**src/rtl/booth_pkg.sv**
```systemverilog
`timescale 1ns/1ps
package booth_pkg;
    // Action chosen by the recoder for one iteration
    typedef enum logic [1:0] {
        OP_NONE = 2'd0,
        OP_ADD  = 2'd1,
        OP_SUB  = 2'd2
    } booth_op_e;
endpackage

```
**src/rtl/booth_recoder.sv**
```systemverilog
`timescale 1ns/1ps
module booth_recoder
    import booth_pkg::*;
(
    input  logic      cur_bit_i,
    input  logic      prev_bit_i,
    output booth_op_e op_o
);
    // (0,1) start of a run of ones ends -> add; (1,0) run begins -> subtract
    always_comb begin
        case ({cur_bit_i, prev_bit_i})
            2'b01:   op_o = OP_ADD;
            2'b10:   op_o = OP_SUB;
            default: op_o = OP_NONE;
        endcase
    end
endmodule

```
**src/rtl/booth_addsub.sv**
```systemverilog
`timescale 1ns/1ps
module booth_addsub
    import booth_pkg::*;
#(
    parameter int W = 5
) (
    input  logic [W-1:0] acc_i,
    input  logic [W-1:0] mcd_i,
    input  booth_op_e    op_i,
    output logic [W-1:0] acc_o
);
    logic [W-1:0] operand;
    logic         carry_in;

    // Subtraction adds the inverted operand with a carry-in of one;
    // the carry out of the top bit is dropped by the W-bit sum.
    always_comb begin
        case (op_i)
            OP_ADD: begin
                operand  = mcd_i;
                carry_in = 1'b0;
            end
            OP_SUB: begin
                operand  = ~mcd_i;
                carry_in = 1'b1;
            end
            default: begin
                operand  = '0;
                carry_in = 1'b0;
            end
        endcase
        acc_o = acc_i + operand + W'(carry_in);
    end
endmodule

```
**src/rtl/booth_asr.sv**
```systemverilog
`timescale 1ns/1ps
module booth_asr #(
    parameter int AW = 5,
    parameter int QW = 4
) (
    input  logic [AW-1:0] acc_i,
    input  logic [QW-1:0] q_i,
    output logic [AW-1:0] acc_o,
    output logic [QW-1:0] q_o,
    output logic          qm1_o
);
    // Sign-preserving right shift of the joined accumulator/multiplier/extra bit
    always_comb begin
        {acc_o, q_o, qm1_o} = {acc_i[AW-1], acc_i, q_i};
    end
endmodule

```
**src/rtl/booth_seq_mult.sv**
```systemverilog
`timescale 1ns/1ps
module booth_seq_mult
    import booth_pkg::*;
#(
    parameter int N = 4
) (
    input  logic             clk,
    input  logic             rst_n,
    input  logic             start_i,
    input  logic [N-1:0]     multiplicand_i,
    input  logic [N-1:0]     multiplier_i,
    output logic             busy_o,
    output logic             done_o,
    output logic [2*N-1:0]   product_o
);
    localparam int AW = N + 1;              // guard bit for -2^(N-1)
    localparam int CW = $clog2(N + 1);
    localparam logic [CW-1:0] CNT_LOAD = CW'(N);
    localparam logic [CW-1:0] CNT_LAST = CW'(1);

    typedef struct packed {
        logic          busy;
        logic          done;
        logic [CW-1:0] cnt;
        logic [AW-1:0] acc;
        logic [N-1:0]  mlr;
        logic          qm1;
        logic [AW-1:0] mcd;
    } state_t;

    state_t state_d, state_q;

    booth_op_e     step_op;
    logic [AW-1:0] acc_sum;
    logic [AW-1:0] acc_shr;
    logic [N-1:0]  mlr_shr;
    logic          qm1_shr;

    booth_recoder u_recoder (
        .cur_bit_i  (state_q.mlr[0]),
        .prev_bit_i (state_q.qm1),
        .op_o       (step_op)
    );

    booth_addsub #(.W(AW)) u_addsub (
        .acc_i (state_q.acc),
        .mcd_i (state_q.mcd),
        .op_i  (step_op),
        .acc_o (acc_sum)
    );

    booth_asr #(.AW(AW), .QW(N)) u_asr (
        .acc_i (acc_sum),
        .q_i   (state_q.mlr),
        .acc_o (acc_shr),
        .q_o   (mlr_shr),
        .qm1_o (qm1_shr)
    );

    always_comb begin
        state_d      = state_q;
        state_d.done = 1'b0;
        if (!state_q.busy) begin
            if (start_i) begin
                state_d.busy = 1'b1;
                state_d.cnt  = CNT_LOAD;
                state_d.acc  = '0;
                state_d.mlr  = multiplier_i;
                state_d.qm1  = 1'b0;
                state_d.mcd  = {multiplicand_i[N-1], multiplicand_i};
            end
        end else begin
            state_d.acc = acc_shr;
            state_d.mlr = mlr_shr;
            state_d.qm1 = qm1_shr;
            state_d.cnt = state_q.cnt - CNT_LAST;
            if (state_q.cnt == CNT_LAST) begin
                state_d.busy = 1'b0;
                state_d.done = 1'b1;
            end
        end
    end

    always_ff @(posedge clk) begin
        if (!rst_n) begin
            state_q <= '0;
        end else begin
            state_q <= state_d;
        end
    end

    assign busy_o    = state_q.busy;
    assign done_o    = state_q.done;
    assign product_o = {state_q.acc[N-1:0], state_q.mlr};

    // accepted start leads to busy
    p_start_busy_r2: assert property (@(posedge clk) disable iff (!rst_n)
        (start_i && !busy_o) |=> busy_o);

    // counter stays in its legal window while running
    p_cnt_range_r2: assert property (@(posedge clk) disable iff (!rst_n)
        busy_o |-> (state_q.cnt != '0 && state_q.cnt <= CNT_LOAD));

    // not the last step, so still busy next cycle
    p_run_on_r2: assert property (@(posedge clk) disable iff (!rst_n)
        (busy_o && state_q.cnt != CNT_LAST) |=> busy_o);

    // last step ends the run with a done pulse
    p_last_step_r3: assert property (@(posedge clk) disable iff (!rst_n)
        (busy_o && state_q.cnt == CNT_LAST) |=> (done_o && !busy_o));

    // done never lasts two cycles
    p_done_single_r3: assert property (@(posedge clk) disable iff (!rst_n)
        done_o |=> !done_o);

    // idle without start keeps the product
    p_hold_r7: assert property (@(posedge clk) disable iff (!rst_n)
        (!busy_o && !start_i) |=> $stable(product_o));

    // start while running does not reload the counter
    p_ignore_start_r8: assert property (@(posedge clk) disable iff (!rst_n)
        (busy_o && start_i && state_q.cnt != CNT_LAST)
            |=> (state_q.cnt == $past(state_q.cnt) - CNT_LAST));
endmodule

```
**config.mk**
```make
export PLATFORM = sky130hd
export DESIGN_NAME = booth_seq_mult
export DESIGN_NICKNAME = d
export VERILOG_FILES = /design/src/rtl/booth_pkg.sv /design/src/rtl/booth_recoder.sv /design/src/rtl/booth_addsub.sv /design/src/rtl/booth_asr.sv /design/src/rtl/booth_seq_mult.sv
export SDC_FILE = /design/constraint.sdc
export NUM_CORES = 1
export LEC_CHECK = 0
export BUFFER_PORTS_ARGS = -buffer_cell sky130_fd_sc_hd__buf_4
export CAP_MARGIN = 20
export CORE_MARGIN = 2
export CORE_UTILIZATION = 27
export DETAILED_ROUTE_END_ITERATION = 8
export GPL_ROUTABILITY_DRIVEN = 0
export HOLD_SLACK_MARGIN = 0.05
export SLEW_MARGIN = 20
export SYNTH_ARGS = -nofsm -noshare
export SYNTH_HDL_FRONTEND = slang
export SYNTH_HIERARCHICAL = 1
export SYNTH_SLANG_ARGS = --single-unit
```
**constraint.sdc**
```tcl
create_clock -name clk -period 3.6 [get_ports clk]
set_input_delay 0.18 -clock clk [delete_from_list [all_inputs] [get_ports clk]]
set_output_delay 0.18 -clock clk [all_outputs]
set_load 0.005 [all_outputs]
```
==> impl_metrics.tcl <==
set metrics [dict create \
    detail_route.drc_violations 0 \
    cts.clk_slew.worst_paths_ps 80 \
    ys_seq_elements 19 \
    worst_setup_path_endpoint "product_o[7]$_SDFFE_PN0P_" \
    cell_area_after_placement_mm2 0.00123 \
    drtAntennaViolNets 0 \
    post_cts_setup_buffers 0 \
    critPathCaptureType "flip-flop" \
    crit_path_cell_trace "nor2b_1 > and2b_2 > nand2_1 > o21ai_0 > fa_1 > inv_1 > fa_1 > inv_1 > a21o_1 > a21oi_1 > xnor2_1 > a21oi_1 > nor2b_1" \
    setup-tns-final_ps 0 \
    route.detailed.vias_per_inst 4.30 \
    cts_tree "built" \
    post-route-cell-area_mm2 0.00128 \
    r2r_cells 13 \
    rsz_0062_raised_after_global_routing "no" \
    setup_viol 0 \
    grt_pass1_wl_mm 3.39 \
    design.die.area_mm2 0.00491 \
    synthCells 133 \
    chipWidth_um 70.1 \
    io_buffer_count 20 \
    fmaxAchievable_ghz 0.384 \
    grt_max_degree 24 \
    worst-path-max-fanout 5 \
    cts_root_buf "sky130_fd_sc_hd__clkbuf_8" \
    clock_sinks 19 \
    first_global_vias 706 \
    rr_endpoint "product_o[7]$_SDFFE_PN0P_" \
    number_of_cells_upsized_or_downsized_after_cts 0 \
    worst_skew_pair_latency_ps 270 \
    antenna_found_initial 0 \
    tightestPinTransition_ps 776 \
    outcome "complete, no violations" \
    worstHoldPathCells 3 \
    drtPass1Iterations 3 \
    finalMaxSlewViolations 0 \
    design.core.area_mm2 0.00429 \
    max_cap_violations 0 \
    avgSynthCellArea_um2 8.87 \
    worst-setup-path-type "flip-flop to flip-flop" \
    critical_path_arrival_ps 2810 \
    timing.rr.start "product_o[0]$_SDFFE_PN0P_" \
    dpl.hpwl_mm 1.42 \
    antenna_cells 0 \
    reg2reg_slack_ps 1000 \
    num_vias 799 \
    vdd_drop_max_uv 180 \
    period_minus_slack_ps 2600 \
    required_ps 3810 \
    worst_clk_skew_ps 6.01 \
    synth_sequential_area_ratio 0.322 \
    routedWlPerCell_um 10.6 \
    ys.warnings.count 6 \
    die_height_um 70.1 \
    grtUsageTotal 0.0913 \
    layout_setup_ws_ps 997 \
    hold_buffers 0 \
    routed_wirelength_mm 1.98 \
    final.period_utilization 0.723 \
    floorplan.initialDensity 0.275 \
    first_iter_violations 22 \
    synth_largest_area_cell "sky130_fd_sc_hd__dfxtp_1" \
    whs_ps 173 \
    cpMaxStageDelayCell "sky130_fd_sc_hd__fa_1" \
    cts_made_buffers 3 \
    summed_instance_area_of_the_synthesized_netlist_mm2 0.00118 \
    cts-root-to-sink-buffers 2 \
    areaGrowthSynthToFinish_pct 8.38 \
    floorplan.rows 24 \
    synth_area_leaders "sky130_fd_sc_hd__dfxtp_1, sky130_fd_sc_hd__buf_4, sky130_fd_sc_hd__mux2i_1" \
    cellPowerDensity_mw_per_mm2 383 \
    cellLeakagePower_nw 0.561 \
    synth_fp_nets 151 \
    slowest_delay_ps 390 \
    dp_slack_ps 1000 \
    synthDistinctLibCells 27 \
    type_of_origin_of_the_critical_path "flip-flop" \
    setup.worst_path.start "product_o[0]$_SDFFE_PN0P_" \
    totalPowerFinal_mw 0.490 \
    synth.top_cell.area_share 0.322 \
    globalRoute.totalOverflow 0 \
    hold_viol 0 \
    floorplan.io_pins 21 \
    hold_path.class "input port to flip-flop" \
    ctsHtreeMaxLevel 1 \
    relSlewSlack 0.482 \
    drive_gt1_frac 0.216 \
    finish.net_count 153 \
]
synth_stat cells (all sizes together):
master	number
a21o	2
xnor2	3
nor3	1
nand2b	1
ha	5
dfxtp	19
a31oi	1
mux2i	9
clkbuf	1
xor2	1
nor2b	13
inv	10
nand3b	1
buf	22
nand2	5
fa	2
nand3	1
o21a	2
nor3b	7
o21ai	9
a21oi	14
nor2	1
and2b	2
and4	1
worst max-delay path, delay by kind of cell, from the launching register on:
family / cells / cell delay [ps]
xor gates and xnor gates: 1 / 160
DFF: 1 / 380
buffers and inverters: 2 / 130
and+or+nand+nor: 4 / 780
adders and majority gates: 2 / 580
AOI/OAI and AO/OA: 4 / 510
per-stage QoR:
| step | util | std cells |
|---|---|---|
| after detailed placement | 0.286 | 182 |
| final | 0.298 | 186 |
| after CTS | 0.298 | 186 |
| after global placement | 0.286 | 182 |
| after global routing | 0.298 | 186 |
| after floorplan | - | 133 |
flip-flops by register name, summed over array words and instances, names as in the netlist:
signal and flops:
done_o 1, product_o 8, busy_o 1, state_q 9
kinds of logic after synthesis:
kind of cell    after synthesis  share of synthesized area
simple gates                 33                      0.181
flops                        19                      0.322
compound gates               28                      0.131
mux                           9                     0.0764
fa+ha+maj                     7                     0.0870
buf+inv                      33                      0.172
xor+xnor                      4                     0.0297
placed cells by master, fill, tap and decap left out, types with 2 or more instances in the layout:
| cell | count |
|---|---|
| sky130_fd_sc_hd__and2b_2 | 2 |
| sky130_fd_sc_hd__a21oi_1 | 14 |
| sky130_fd_sc_hd__ha_1 | 5 |
| sky130_fd_sc_hd__o21a_1 | 2 |
| sky130_fd_sc_hd__clkbuf_8 | 3 |
| sky130_fd_sc_hd__inv_1 | 9 |
| sky130_fd_sc_hd__o21ai_0 | 8 |
| sky130_fd_sc_hd__dfxtp_1 | 19 |
| sky130_fd_sc_hd__buf_4 | 20 |
| sky130_fd_sc_hd__xnor2_1 | 3 |
| sky130_fd_sc_hd__nor3b_1 | 7 |
| sky130_fd_sc_hd__mux2i_1 | 9 |
| sky130_fd_sc_hd__nor2b_1 | 13 |
| sky130_fd_sc_hd__fa_1 | 2 |
| sky130_fd_sc_hd__a21o_1 | 2 |
| sky130_fd_sc_hd__nand2_1 | 5 |
layer usage:
layer | global-route usage | up-vias | part of all wire | wire length, um
li1 | - | 426 | - | -
met3 | 0.0404 | 5 | 0.058 | 115
met5 | 0 | - | 0 | 0
met4 | 0.0641 | 0 | 0.031 | 62
met1 | 0.109 | 355 | 0.45 | 884
met2 | 0.130 | 13 | 0.46 | 912
layout make-up:
cell class	count	area [um2]
fillers	472	3020
multi-input cells	81	597
flip-flops and latches	19	380
repair buffers	20	150
well taps	52	65.1
clock buffers	3	41.3
inverters	10	37.5
clock inverters	1	7.51
worst min path at each step:
stage	start	to	slack, ps
2_1_floorplan	rst_n	product_o[5]$_SDFFE_PN0P_	310
3_3_place_gp	multiplicand_i[3]	state_q[3]$_SDFFE_PN0P_	450
3_5_place_dp	multiplicand_i[3]	state_q[3]$_SDFFE_PN0P_	450
4_1_cts	multiplicand_i[2]	state_q[2]$_SDFFE_PN0P_	170
5_1_grt	multiplicand_i[1]	state_q[1]$_SDFFE_PN0P_	210
6_report	multiplicand_i[2]	state_q[2]$_SDFFE_PN0P_	170
where the power goes:
part	switching (mW)	internal [mW]
registers	0.0149	0.225
logic	0.0430	0.0498
clock network	0.0791	0.0783
(Power assumes the default switching activity.)
